==> config.mk <==
export PLATFORM = sky130hd
export DESIGN_NAME = cabdiag_seq
export DESIGN_NICKNAME = d
export VERILOG_FILES = /design/src/rtl/cabdiag_pkg.sv /design/src/rtl/cabdiag_wait_timer.sv /design/src/rtl/cabdiag_stab_track.sv /design/src/rtl/cabdiag_seq.sv
export SDC_FILE = /design/constraint.sdc
export NUM_CORES = 1
export LEC_CHECK = 0
export ABC_AREA = 1
export BUFFER_PORTS_ARGS = -buffer_cell sky130_fd_sc_hd__clkbuf_2
export CORE_MARGIN = 1
export CORE_UTILIZATION = 47
export DETAILED_ROUTE_END_ITERATION = 12
export PLACE_DENSITY_LB_ADDON = 0.25
export SLEW_MARGIN = 20
export SYNTH_ARGS = -nofsm -noshare
export SYNTH_HDL_FRONTEND = slang
export SYNTH_SLANG_ARGS = --single-unit
==> constraint.sdc <==
create_clock -name clk -period 1.77 [get_ports clk]
set_input_delay 0.177 -clock clk [delete_from_list [all_inputs] [get_ports clk]]
set_output_delay 0.177 -clock clk [all_outputs]
set_load 0.05 [all_outputs]
==> src/rtl/cabdiag_pkg.sv <==
package cabdiag_pkg;
   localparam int NUM_CH = 2;
   localparam int DIST_W = 9;
   localparam int RD_W   = DIST_W + 2;           // {lowz, highz, dist}

   localparam logic [4:0]  A_CTRL = 5'h00;
   localparam logic [4:0]  A_MAP  = 5'h1C;
   localparam logic [4:0]  A_TST  = 5'h1D;

   localparam logic [15:0] V_FORCE100 = 16'h2000;
   localparam logic [15:0] V_ZERO     = 16'h0000;
   localparam logic [15:0] V_XOVER    = 16'h0040;
   localparam logic [15:0] V_AUTO     = 16'h0080;
   localparam logic [15:0] V_TEST     = 16'hC000;

   localparam int B_ABLE = 14;

   typedef enum logic [1:0] {
      ST_NONE    = 2'b00,
      ST_STABLE  = 2'b01,
      ST_TIMEOUT = 2'b10,
      ST_NOABLE  = 2'b11
   } ch_stat_e;

   typedef enum logic [3:0] {
      S_IDLE, S_FORCE, S_MAPSTR, S_EN, S_WAIT_AB, S_RD_AB,
      S_MEAS_WR, S_WAIT_M, S_RD_M, S_EVAL, S_XOVER,
      S_TD_TST, S_TD_CTL, S_TD_MAP
   } seq_state_e;
endpackage

==> src/rtl/cabdiag_wait_timer.sv <==
module cabdiag_wait_timer #(
   parameter int CYCLES = 12500
) (
   input  logic clk,
   input  logic rst_n,
   input  logic load,
   output logic expired
);
   localparam int CW = $clog2(CYCLES + 1);

   if (CYCLES < 1) begin : g_bad_cycles
      $error("cabdiag_wait_timer: CYCLES must be at least 1");
   end

   logic [CW-1:0] cnt;
   logic          run;

   always_ff @(posedge clk or negedge rst_n) begin
      if (!rst_n) begin
         cnt <= '0;
         run <= 1'b0;
      end else if (load) begin
         cnt <= CW'(CYCLES - 1);
         run <= 1'b1;
      end else if (run) begin
         if (cnt == '0) run <= 1'b0;
         else           cnt <= cnt - 1'b1;
      end
   end

   assign expired = run && (cnt == '0);
endmodule

==> src/rtl/cabdiag_stab_track.sv <==
module cabdiag_stab_track #(
   parameter int MATCH_NEED = 3,
   parameter int MAX_ITER   = 100,
   parameter int W          = 11
) (
   input  logic         clk,
   input  logic         rst_n,
   input  logic         clear,
   input  logic         sample_en,
   input  logic [W-1:0] sample,
   output logic [W-1:0] last,
   output logic         stable,
   output logic         maxed
);
   localparam int MW = $clog2(MATCH_NEED + 1);
   localparam int IW = $clog2(MAX_ITER + 1);

   if (MATCH_NEED < 2) begin : g_bad_match
      $error("cabdiag_stab_track: MATCH_NEED must be at least 2");
   end
   if (MAX_ITER < MATCH_NEED) begin : g_bad_iter
      $error("cabdiag_stab_track: MAX_ITER must not be below MATCH_NEED");
   end

   logic [MW-1:0] match_cnt;
   logic [IW-1:0] iter_cnt;

   always_ff @(posedge clk or negedge rst_n) begin
      if (!rst_n) begin
         match_cnt <= '0;
         iter_cnt  <= '0;
         last      <= '0;
      end else if (clear) begin
         match_cnt <= '0;
         iter_cnt  <= '0;
         last      <= '0;
      end else if (sample_en) begin
         iter_cnt <= iter_cnt + 1'b1;
         last     <= sample;
         if (iter_cnt != '0 && sample == last)
            match_cnt <= (match_cnt == MW'(MATCH_NEED)) ? match_cnt : match_cnt + 1'b1;
         else
            match_cnt <= MW'(1);
      end
   end

   assign stable = (match_cnt == MW'(MATCH_NEED));
   assign maxed  = (iter_cnt == IW'(MAX_ITER));


   match_cap_chk: assert property (@(posedge clk) disable iff (!rst_n)
      match_cnt <= MW'(MATCH_NEED));


   iter_cap_chk: assert property (@(posedge clk) disable iff (!rst_n)
      iter_cnt <= IW'(MAX_ITER));


   restart_chk: assert property (@(posedge clk) disable iff (!rst_n)
      (sample_en && !clear && iter_cnt != '0 && sample != last) |=> (match_cnt == MW'(1)));
endmodule

==> src/rtl/cabdiag_seq.sv <==
module cabdiag_seq
   import cabdiag_pkg::*;
#(
   parameter int WAIT_CYCLES = 12500,
   parameter int MATCH_NEED  = 3,
   parameter int MAX_ITER    = 100
) (
   input  logic                     clk,
   input  logic                     rst_n,
   input  logic                     start,
   output logic                     busy,
   output logic                     done,
   output logic                     req_valid,
   output logic                     req_write,
   output logic [4:0]               req_addr,
   output logic [15:0]              req_wdata,
   input  logic                     req_ack,
   input  logic [15:0]              req_rdata,
   output logic [2*NUM_CH-1:0]      ch_status,
   output logic [DIST_W*NUM_CH-1:0] ch_dist,
   output logic [2*NUM_CH-1:0]      ch_flags
);
   localparam int CHW = (NUM_CH > 1) ? $clog2(NUM_CH) : 1;

   seq_state_e     st;
   logic [CHW-1:0] ch;
   logic           done_q;

   logic           tmr_load, tmr_exp;
   logic           trk_clear, trk_sample;
   logic [RD_W-1:0] trk_last;
   logic           trk_stable, trk_maxed;

   logic           rec_en;
   ch_stat_e       rec_stat;
   logic [RD_W-1:0] rec_data;

   cabdiag_wait_timer #(.CYCLES(WAIT_CYCLES)) u_timer (
      .clk(clk), .rst_n(rst_n), .load(tmr_load), .expired(tmr_exp)
   );

   cabdiag_stab_track #(.MATCH_NEED(MATCH_NEED), .MAX_ITER(MAX_ITER), .W(RD_W)) u_track (
      .clk(clk), .rst_n(rst_n), .clear(trk_clear), .sample_en(trk_sample),
      .sample(req_rdata[RD_W-1:0]), .last(trk_last),
      .stable(trk_stable), .maxed(trk_maxed)
   );

   // sequencer state
   always_ff @(posedge clk or negedge rst_n) begin
      if (!rst_n) begin
         st     <= S_IDLE;
         ch     <= '0;
         done_q <= 1'b0;
      end else begin
         done_q <= 1'b0;
         case (st)
            S_IDLE:    if (start) begin st <= S_FORCE; ch <= '0; end
            S_FORCE:   if (req_ack) st <= S_MAPSTR;
            S_MAPSTR:  if (req_ack) st <= S_EN;
            S_EN:      if (req_ack) st <= S_WAIT_AB;
            S_WAIT_AB: if (tmr_exp) st <= S_RD_AB;
            S_RD_AB:   if (req_ack) st <= req_rdata[B_ABLE] ? S_MEAS_WR : S_XOVER;
            S_MEAS_WR: if (req_ack) st <= S_WAIT_M;
            S_WAIT_M:  if (tmr_exp) st <= S_RD_M;
            S_RD_M:    if (req_ack) st <= S_EVAL;
            S_EVAL:    st <= (trk_stable || trk_maxed) ? S_XOVER : S_MEAS_WR;
            S_XOVER:   if (req_ack) begin
                          if (ch == CHW'(NUM_CH - 1)) st <= S_TD_TST;
                          else begin ch <= ch + 1'b1; st <= S_EN; end
                       end
            S_TD_TST:  if (req_ack) st <= S_TD_CTL;
            S_TD_CTL:  if (req_ack) st <= S_TD_MAP;
            S_TD_MAP:  if (req_ack) begin st <= S_IDLE; done_q <= 1'b1; end
            default:   st <= S_IDLE;
         endcase
      end
   end

   // request port decode
   always_comb begin
      req_valid = 1'b1;
      req_write = 1'b1;
      req_addr  = A_TST;
      req_wdata = V_ZERO;
      case (st)
         S_FORCE:   begin req_addr = A_CTRL; req_wdata = V_FORCE100; end
         S_MAPSTR:  begin req_addr = A_MAP;  req_wdata = V_ZERO;     end
         S_EN,
         S_MEAS_WR: begin req_addr = A_TST;  req_wdata = V_TEST;     end
         S_RD_AB,
         S_RD_M:    begin req_write = 1'b0;  req_addr = A_TST;       end
         S_XOVER:   begin req_addr = A_MAP;  req_wdata = V_XOVER;    end
         S_TD_TST:  begin req_addr = A_TST;  req_wdata = V_ZERO;     end
         S_TD_CTL:  begin req_addr = A_CTRL; req_wdata = V_ZERO;     end
         S_TD_MAP:  begin req_addr = A_MAP;  req_wdata = V_AUTO;     end
         default:   begin req_valid = 1'b0;  req_write = 1'b0;       end
      endcase
   end

   assign tmr_load   = (st == S_EN || st == S_MEAS_WR) && req_ack;
   assign trk_clear  = (st == S_RD_AB) && req_ack;
   assign trk_sample = (st == S_RD_M) && req_ack;

   always_comb begin
      rec_en   = 1'b0;
      rec_stat = ST_NONE;
      rec_data = trk_last;
      if (st == S_RD_AB && req_ack && !req_rdata[B_ABLE]) begin
         rec_en   = 1'b1;
         rec_stat = ST_NOABLE;
         rec_data = '0;
      end else if (st == S_EVAL && (trk_stable || trk_maxed)) begin
         rec_en   = 1'b1;
         rec_stat = trk_stable ? ST_STABLE : ST_TIMEOUT;
      end
   end

   // per-channel result registers
   for (genvar c = 0; c < NUM_CH; c++) begin : g_res
      logic [1:0]        stat_q;
      logic [RD_W-1:0]   data_q;
      always_ff @(posedge clk or negedge rst_n) begin
         if (!rst_n) begin
            stat_q <= ST_NONE;
            data_q <= '0;
         end else if (st == S_IDLE && start) begin
            stat_q <= ST_NONE;
            data_q <= '0;
         end else if (rec_en && ch == CHW'(c)) begin
            stat_q <= rec_stat;
            data_q <= rec_data;
         end
      end
      assign ch_status[2*c +: 2]       = stat_q;
      assign ch_dist[DIST_W*c +: DIST_W] = data_q[DIST_W-1:0];
      assign ch_flags[2*c +: 2]        = data_q[RD_W-1 -: 2];
   end

   assign busy = (st != S_IDLE);
   assign done = done_q;


   req_hold_chk: assert property (@(posedge clk) disable iff (!rst_n)
      (req_valid && !req_ack) |=> (req_valid && $stable(req_write) && $stable(req_addr) && $stable(req_wdata)));


   done_pulse_chk: assert property (@(posedge clk) disable iff (!rst_n)
      done |=> !done);


   done_result_chk: assert property (@(posedge clk) disable iff (!rst_n)
      done |-> (ch_status[1:0] != 2'b00 && ch_status[3:2] != 2'b00));


   idle_quiet_chk: assert property (@(posedge clk) disable iff (!rst_n)
      !busy |-> !req_valid);


   wait_to_read_chk: assert property (@(posedge clk) disable iff (!rst_n)
      (tmr_load) |=> !req_valid);
endmodule

## After elaboration in Yosys (flattened, before gate mapping)

Index checks and enable logic that the tools add are counted.

| cells by class | value |
|---|---|
| add/subtract/negate cells | 4 |
| eq/ne operators | 31 |
| muxes and demuxes | 55 |
| bitwise operators | 1 |
| reductions and logical operators | 31 |

Operators with widths:

| kind | number |
|---|---|
| two-way mux 11 bit | 7 |
| two-way mux 4 bit | 16 |
| case mux 16 bit (4 select lines) | 1 |
| case mux 4 bit (14 select lines) | 1 |
| two-way mux 14 bit | 3 |
| != test 2 bit (second input constant) | 14 |
| == test 4 bit (second input constant) | 6 |
| two-way mux 2 bit | 11 |
| == test 4 x 3 -> 1 bit (second input constant) | 4 |
| zero test 14 bit | 1 |
| two-way mux 7 bit | 2 |
| subtractor 14 x 1 -> 14 bit (second input constant) | 1 |
| AND reduction 13 bit | 1 |
| two-way mux 1 bit | 12 |
| == test 11 bit | 1 |
| logical AND 1 bit | 10 |
| case mux 5 bit (2 select lines) | 1 |
| nonzero test 2 bit | 5 |
| OR reduction 10 bit | 1 |
| == test 4 x 2 -> 1 bit (second input constant) | 2 |
| OR reduction 8 bit | 1 |
| adder 7 x 1 -> 7 bit (second input constant) | 1 |
| == test 7 bit (second input constant) | 1 |
| nonzero test 7 bit | 1 |
| 15 further kinds | 18 |

| word-level totals | value |
|---|---|
| bits in registers | 67 |
| bits of input ports | 20 |
| output and inout port bits | 51 |
| word-level logic and storage cells | 134 |

## Logic depth before layout (Yosys ltp)

| logic depth | value |
|---|---|
| word-level depth | 8 |
| depth in mapped cells | 12 |
| depth with buffers taken out | 11 |

## By module

From an unflattened synthesis, not the netlist that was laid out.

| second synthesis, totals | value |
|---|---|
| cell total of the unflattened synthesis | 551 |
| area total of the unflattened synthesis | 4003.8 um^2 |

By module, submodules not included:

| module | instances | cells an instance | area an instance (um^2) | sequential area each (um^2) |
|---|---|---|---|---|
| cabdiag_seq | 1 | 263 | 1901.8 | 800.8 |
| cabdiag_stab_track | 1 | 147 | 1121.1 | 500.5 |
| cabdiag_wait_timer | 1 | 141 | 980.9 | 375.4 |

## Worst setup path after synthesis

Ideal clock, no wire load.

| timing | value |
|---|---|
| kind | register to output |
| from | register st[1] |
| to | output port req_addr[3] |
| arrival time | 1.990 ns |
| required time | 1.593 ns |
| path slack | -0.397 ns |
| cell stages (with the launch flop) | 8 |
| buffers on the path | 1 |
| path through | dfrtp_1 inv_1 nand2_2 inv_1 nand2_1 inv_1 nor2_1 buf_4 |

| between the ends | value |
|---|---|
| longest elaborated chain between the ends | 3 |
| elaborated cells between the ends (all ways) | 8 |
| those cells by class | eq/ne: 5; mux: 1; reduce/logical: 2 |

Ends and longest elaborated chain:

| element | line | source |
|---|---|---|
| start, declared | cabdiag_seq.sv:25 | `seq_state_e st;` |
| start signal, assigned | cabdiag_seq.sv:62 | `S_RD_AB: if (req_ack) st <= req_rdata[B_ABLE] ? S_MEAS_WR : S_XOVER;` |
| start signal, assigned | cabdiag_seq.sv:66 | `S_EVAL: st <= (trk_stable \|\| trk_maxed) ? S_XOVER : S_MEAS_WR;` |
| == test 4 bit (tied with other cells) | cabdiag_seq.sv:85 | `case (st)` |
| OR reduction 3 bit (no line) or OR reduction 2 bit (tied branches) | - |  |
| case mux 5 bit (2 select lines) * | cabdiag_seq.sv:85 |  |
| end, declared | cabdiag_seq.sv:15 | `output logic [4:0] req_addr,` |

Every way passes the cells marked *; elsewhere a longest branch is shown, timed or not.

## Final worst setup path

| timing | value |
|---|---|
| from | register st[1] |
| to | output port req_valid |

| between the ends | value |
|---|---|
| longest elaborated chain between the ends | 3 |
| elaborated cells between the ends (all ways) | 12 |
| those cells by class | eq/ne: 10; mux: 1; reduce/logical: 1 |

Ends and longest elaborated chain:

| element | line | source |
|---|---|---|
| == test 4 x 2 -> 1 bit (tied with other cells) | cabdiag_seq.sv:85 |  |
| OR reduction 10 bit (no line) * | - |  |
| two-way mux 1 bit * | cabdiag_seq.sv:85 |  |
| end, declared | cabdiag_seq.sv:13 | `output logic req_valid,` |

Marks and branches as above.

==> impl_results.md <==
* Fillcell total at 671
* Critical path depth in cells at 8
* Gr ovfl total at 0
* Initial antenna violation count at 0
* Hold Crit Start: req_rdata[5]
* CP Max Fanout at 4
* R2R Setup Slk at 0.03 ns
* Slew HR at 0.6027
* R2r endpoint: g_res[0].data_q[8]$_DFFE_PN0P_
* CORE AREA at 7727 µm²
* RD Place Congestion at 0.8471
* Run status: complete, no violations
* Syn Area/Cell at 7.880 µm²
* Top cell type's share of synthesized area at 0.4470
* CP Launch Type: register
* Final Cell Area at 4768 µm²
* Initial drt markers at 182
* Max Clk Rate at 573.3 MHz
* Post-Syn Area at 3751 µm²
* Area Growth Syn to Fin at 27.12%
* Final slew viol count at 0
* Minimum clock period at 1.744 ns
* Global routing usage on met3 at 0.05025
* Hold endpoint: u_track.last[5]$_DFFE_PN0P_
* Vias in the first global route at 3,025
* Max-cap check violation count at 0
* Post-synthesis cell count at 476
* Chip width at 91.34 µm
* Via density per instance at 5.083
* Max H-tree Level at 3
* Routed Wire Length at 8836 µm
* Total Routing Usage GR at 0.2121
* Cell Rows at 32
* TritonCTS clock tree: built
* Critical path type: register to output port
* DRC Markers at 0
* Pre-CTS setup slack at 0.02039 ns
* Kind of end point of the critical path: output port
* Critical path's slowest cell: dfrtp_1
* Die height at 91.34 µm
* Dpl hpwl at 5902 µm
* Final WS setup at 0.02564 ns
* Final Hold Fails at 0
* Dpl cell area at 4125 µm²
* M2 GR Usage at 0.3365
* Crit path buffers/inverters at 4
* Antenna Cells at 0
* Unrepaired setup endpoints after global routing: yes
* Setup violators final at 0
* WP data arrival at 1.57 ns
* Global-route wire length before repair at 13,950 µm
* Synth top area cells: dfrtp_1 (45%), nand2_1 (11%), nand3_1 (8.1%), inv_1 (6.0%), o21ai_0 (3.6%)
* Reg2reg start: st[1]$_DFFE_PN0P_
* Peak VDD IR at 733.1 µV
* Synth area leader: dfrtp_1
* Power per cell area at 1718 nW/µm²
* Met1 Use GR at 0.2886
* Fin Clk Skew at 0.01349 ns
* Detailed-router iteration count before antenna repair at 4
* Final Cycle Share at 0.9855
* Worst EP required at 1.59 ns
* Slowest cell delay on critical path at 0.44 ns
* Warning count from the yosys run at 0
* Fin Hold WS at 0.08606 ns
* Synth unique cells at 33
* Final ANT Viol Nets at 0
* Largest net degree at the start of global routing at 40
* Final core utilization at 0.6171
* Hold Path Class: primary input to register
* Post-synthesis register bit count at 67
* CTS Buf Count at 9
* Routed len/inst at 13.33 µm
* CTS max path bufs at 2
* Fraction of layout cells with a size suffix above 1 at 0.3351
* Clock latency on the worst-skew pair at 0.35 ns
* Overall power at 0.008192 W
* Cell family with most CP delay: flip-flops
* Layout Nets at 581
* CTS Sinks at 67
* Vias at 3,370
* Critical Path, Cell by Cell: inv_2 > nand2_4 > inv_4 > nand2_1 > nand2_2 > inv_1 > nand3_4 > clkbuf_16
* GRT Max-Usage Layer: met2
* Initial Util at 0.4854
* Worst-case reg-to-reg path depth at 11
* Ports at 71
* Root buf cell: clkbuf_8
* Leak at 2.477 nW
* Clk pin slew, worst setup/hold paths at 0.08 ns
* Least-Margin Pin Slew at 0.5954 ns
* Hold path depth at 3
* PortBufs at 54
* Sequential fraction of the synthesis area at 0.4470
* Die ar. at 8342 µm²
-- how the worst max path moves through the flow --
stage / end / start
after detailed placement: u_track.iter_cnt[0]$_DFFE_PN0P_ / st[3]$_DFFE_PN0P_
final: req_valid / st[1]$_DFFE_PN0P_
after global routing: req_valid / st[1]$_DFFE_PN0P_
after CTS: req_valid / st[1]$_DFFE_PN0P_
after floorplan: st[3]$_DFFE_PN0P_ / st[3]$_DFFE_PN0P_
after global placement: u_track.iter_cnt[0]$_DFFE_PN0P_ / st[1]$_DFFE_PN0P_
-- synth_stat cells --
cell / count
buf_2: 6
a21oi_2: 1
inv_2: 2
buf_4: 16
nand3b_1: 2
and3_1: 1
nor2_1: 35
buf_6: 5
ha_1: 5
nor2_4: 2
xnor2_1: 1
nor3_4: 1
o21ai_2: 14
nand4_1: 11
a21oi_1: 6
nand2_2: 4
inv_1: 60
nand3_1: 61
o31ai_1: 1
conb_1: 1
xor2_1: 1
nor2_2: 2
o22ai_1: 10
o21ai_0: 27
nand2_1: 109
nor3_1: 7
o21ai_1: 8
a21boi_2: 1
nand2_4: 4
dfrtp_1: 67
nand3_2: 3
a21o_1: 1
clkbuf_1: 1
-- stage by stage --
step | TNS (ns) | instances
6_report | 0 | 663
3_3_place_gp | 0 | 631
2_1_floorplan | 0 | 487
5_1_grt | -0.9604 | 663
3_5_place_dp | 0 | 631
4_1_cts | 0 | 655
-- what timing repair did --
item / in CTS / in global routing
gates cloned: 0 / 5
setup buffers: 7 / 3
resized for setup: 32 / 64
endpoints found under the hold margin: 9 / 0
pin swaps: 6 / 19
endpoints found under the setup margin: 10 / 44
hold buffers: 1 / 0
-- cells by family (layout without fill, tap and decap cells) --
logic type	count (synthesis)	count (layout)	share of synthesized area
xor+xnor	2	2	0.004671
fa+ha+maj	5	5	0.01668
buf+inv	90	159	0.1181
simple gates	242	247	0.2992
flops	67	67	0.4470
other cells	1	12	0.0009997
compound gates	69	69	0.1134
-- sequential cells by signal, indices dropped and copies added (netlist names) --
| signal | flops |
|---|---|
| ch | 1 |
| done | 1 |
| g_res.data_q | 22 |
| g_res.stat_q | 4 |
| st | 4 |
| u_timer.cnt | 14 |
| u_timer.run | 1 |
| u_track.iter_cnt | 7 |
| u_track.last | 11 |
| u_track.match_cnt | 2 |
-- tightest hold or removal path: stages --
cell	delay, ns
clkbuf_2	0.09
inv_1	0.06
o22ai_1	0.07
-- power by group --
group	leakage, nW	total [W]	switching, W	internal, W
Sequential	0.857	0.00247	0.000463	0.00200
Clock	0.0998	0.00132	0.000656	0.000660
Combinational	1.52	0.00441	0.00293	0.00148
-- area by class of cell --
| type | instances | area, µm² | area share |
|---|---|---|---|
| clock buffer | 9 | 123.9 | 0.02598 |
| clock inverter | 7 | 77.57 | 0.01627 |
| inverter | 62 | 237.7 | 0.04986 |
| multi-input combinational | 335 | 1993 | 0.4180 |
| sequential | 67 | 1680 | 0.3524 |
| tap | 102 | 127.6 | 0.02676 |
| timing repair buffer | 81 | 528.0 | 0.1107 |
-- per-layer routing --
metal  routed length, µm  vias up  part of all wire
met2                4408       77              0.50
met3                 323       11             0.037
met4                 118        0             0.013
met5                   0        -                 0
li1                    -     1697                 -
met1                3986     1585              0.45
-- cells in the final DEF (no fill, tap or decap), types with 6 or more instances in the layout --
cell,instances
buf_4,26
o21ai_0,24
conb_1,12
nor2_1,25
o21ai_1,8
inv_2,10
nand3_1,53
inv_1,50
nand2_1,92
nand2_4,7
nand4_1,11
clkbuf_8,9
clkbuf_2,45
nor2_4,10
a21oi_1,6
nand2_2,17
o21ai_2,17
o22ai_1,10
nand3_2,10
dfrtp_1,64
nor3_1,6
nand2_8,6
(Power assumes the default switching activity.)
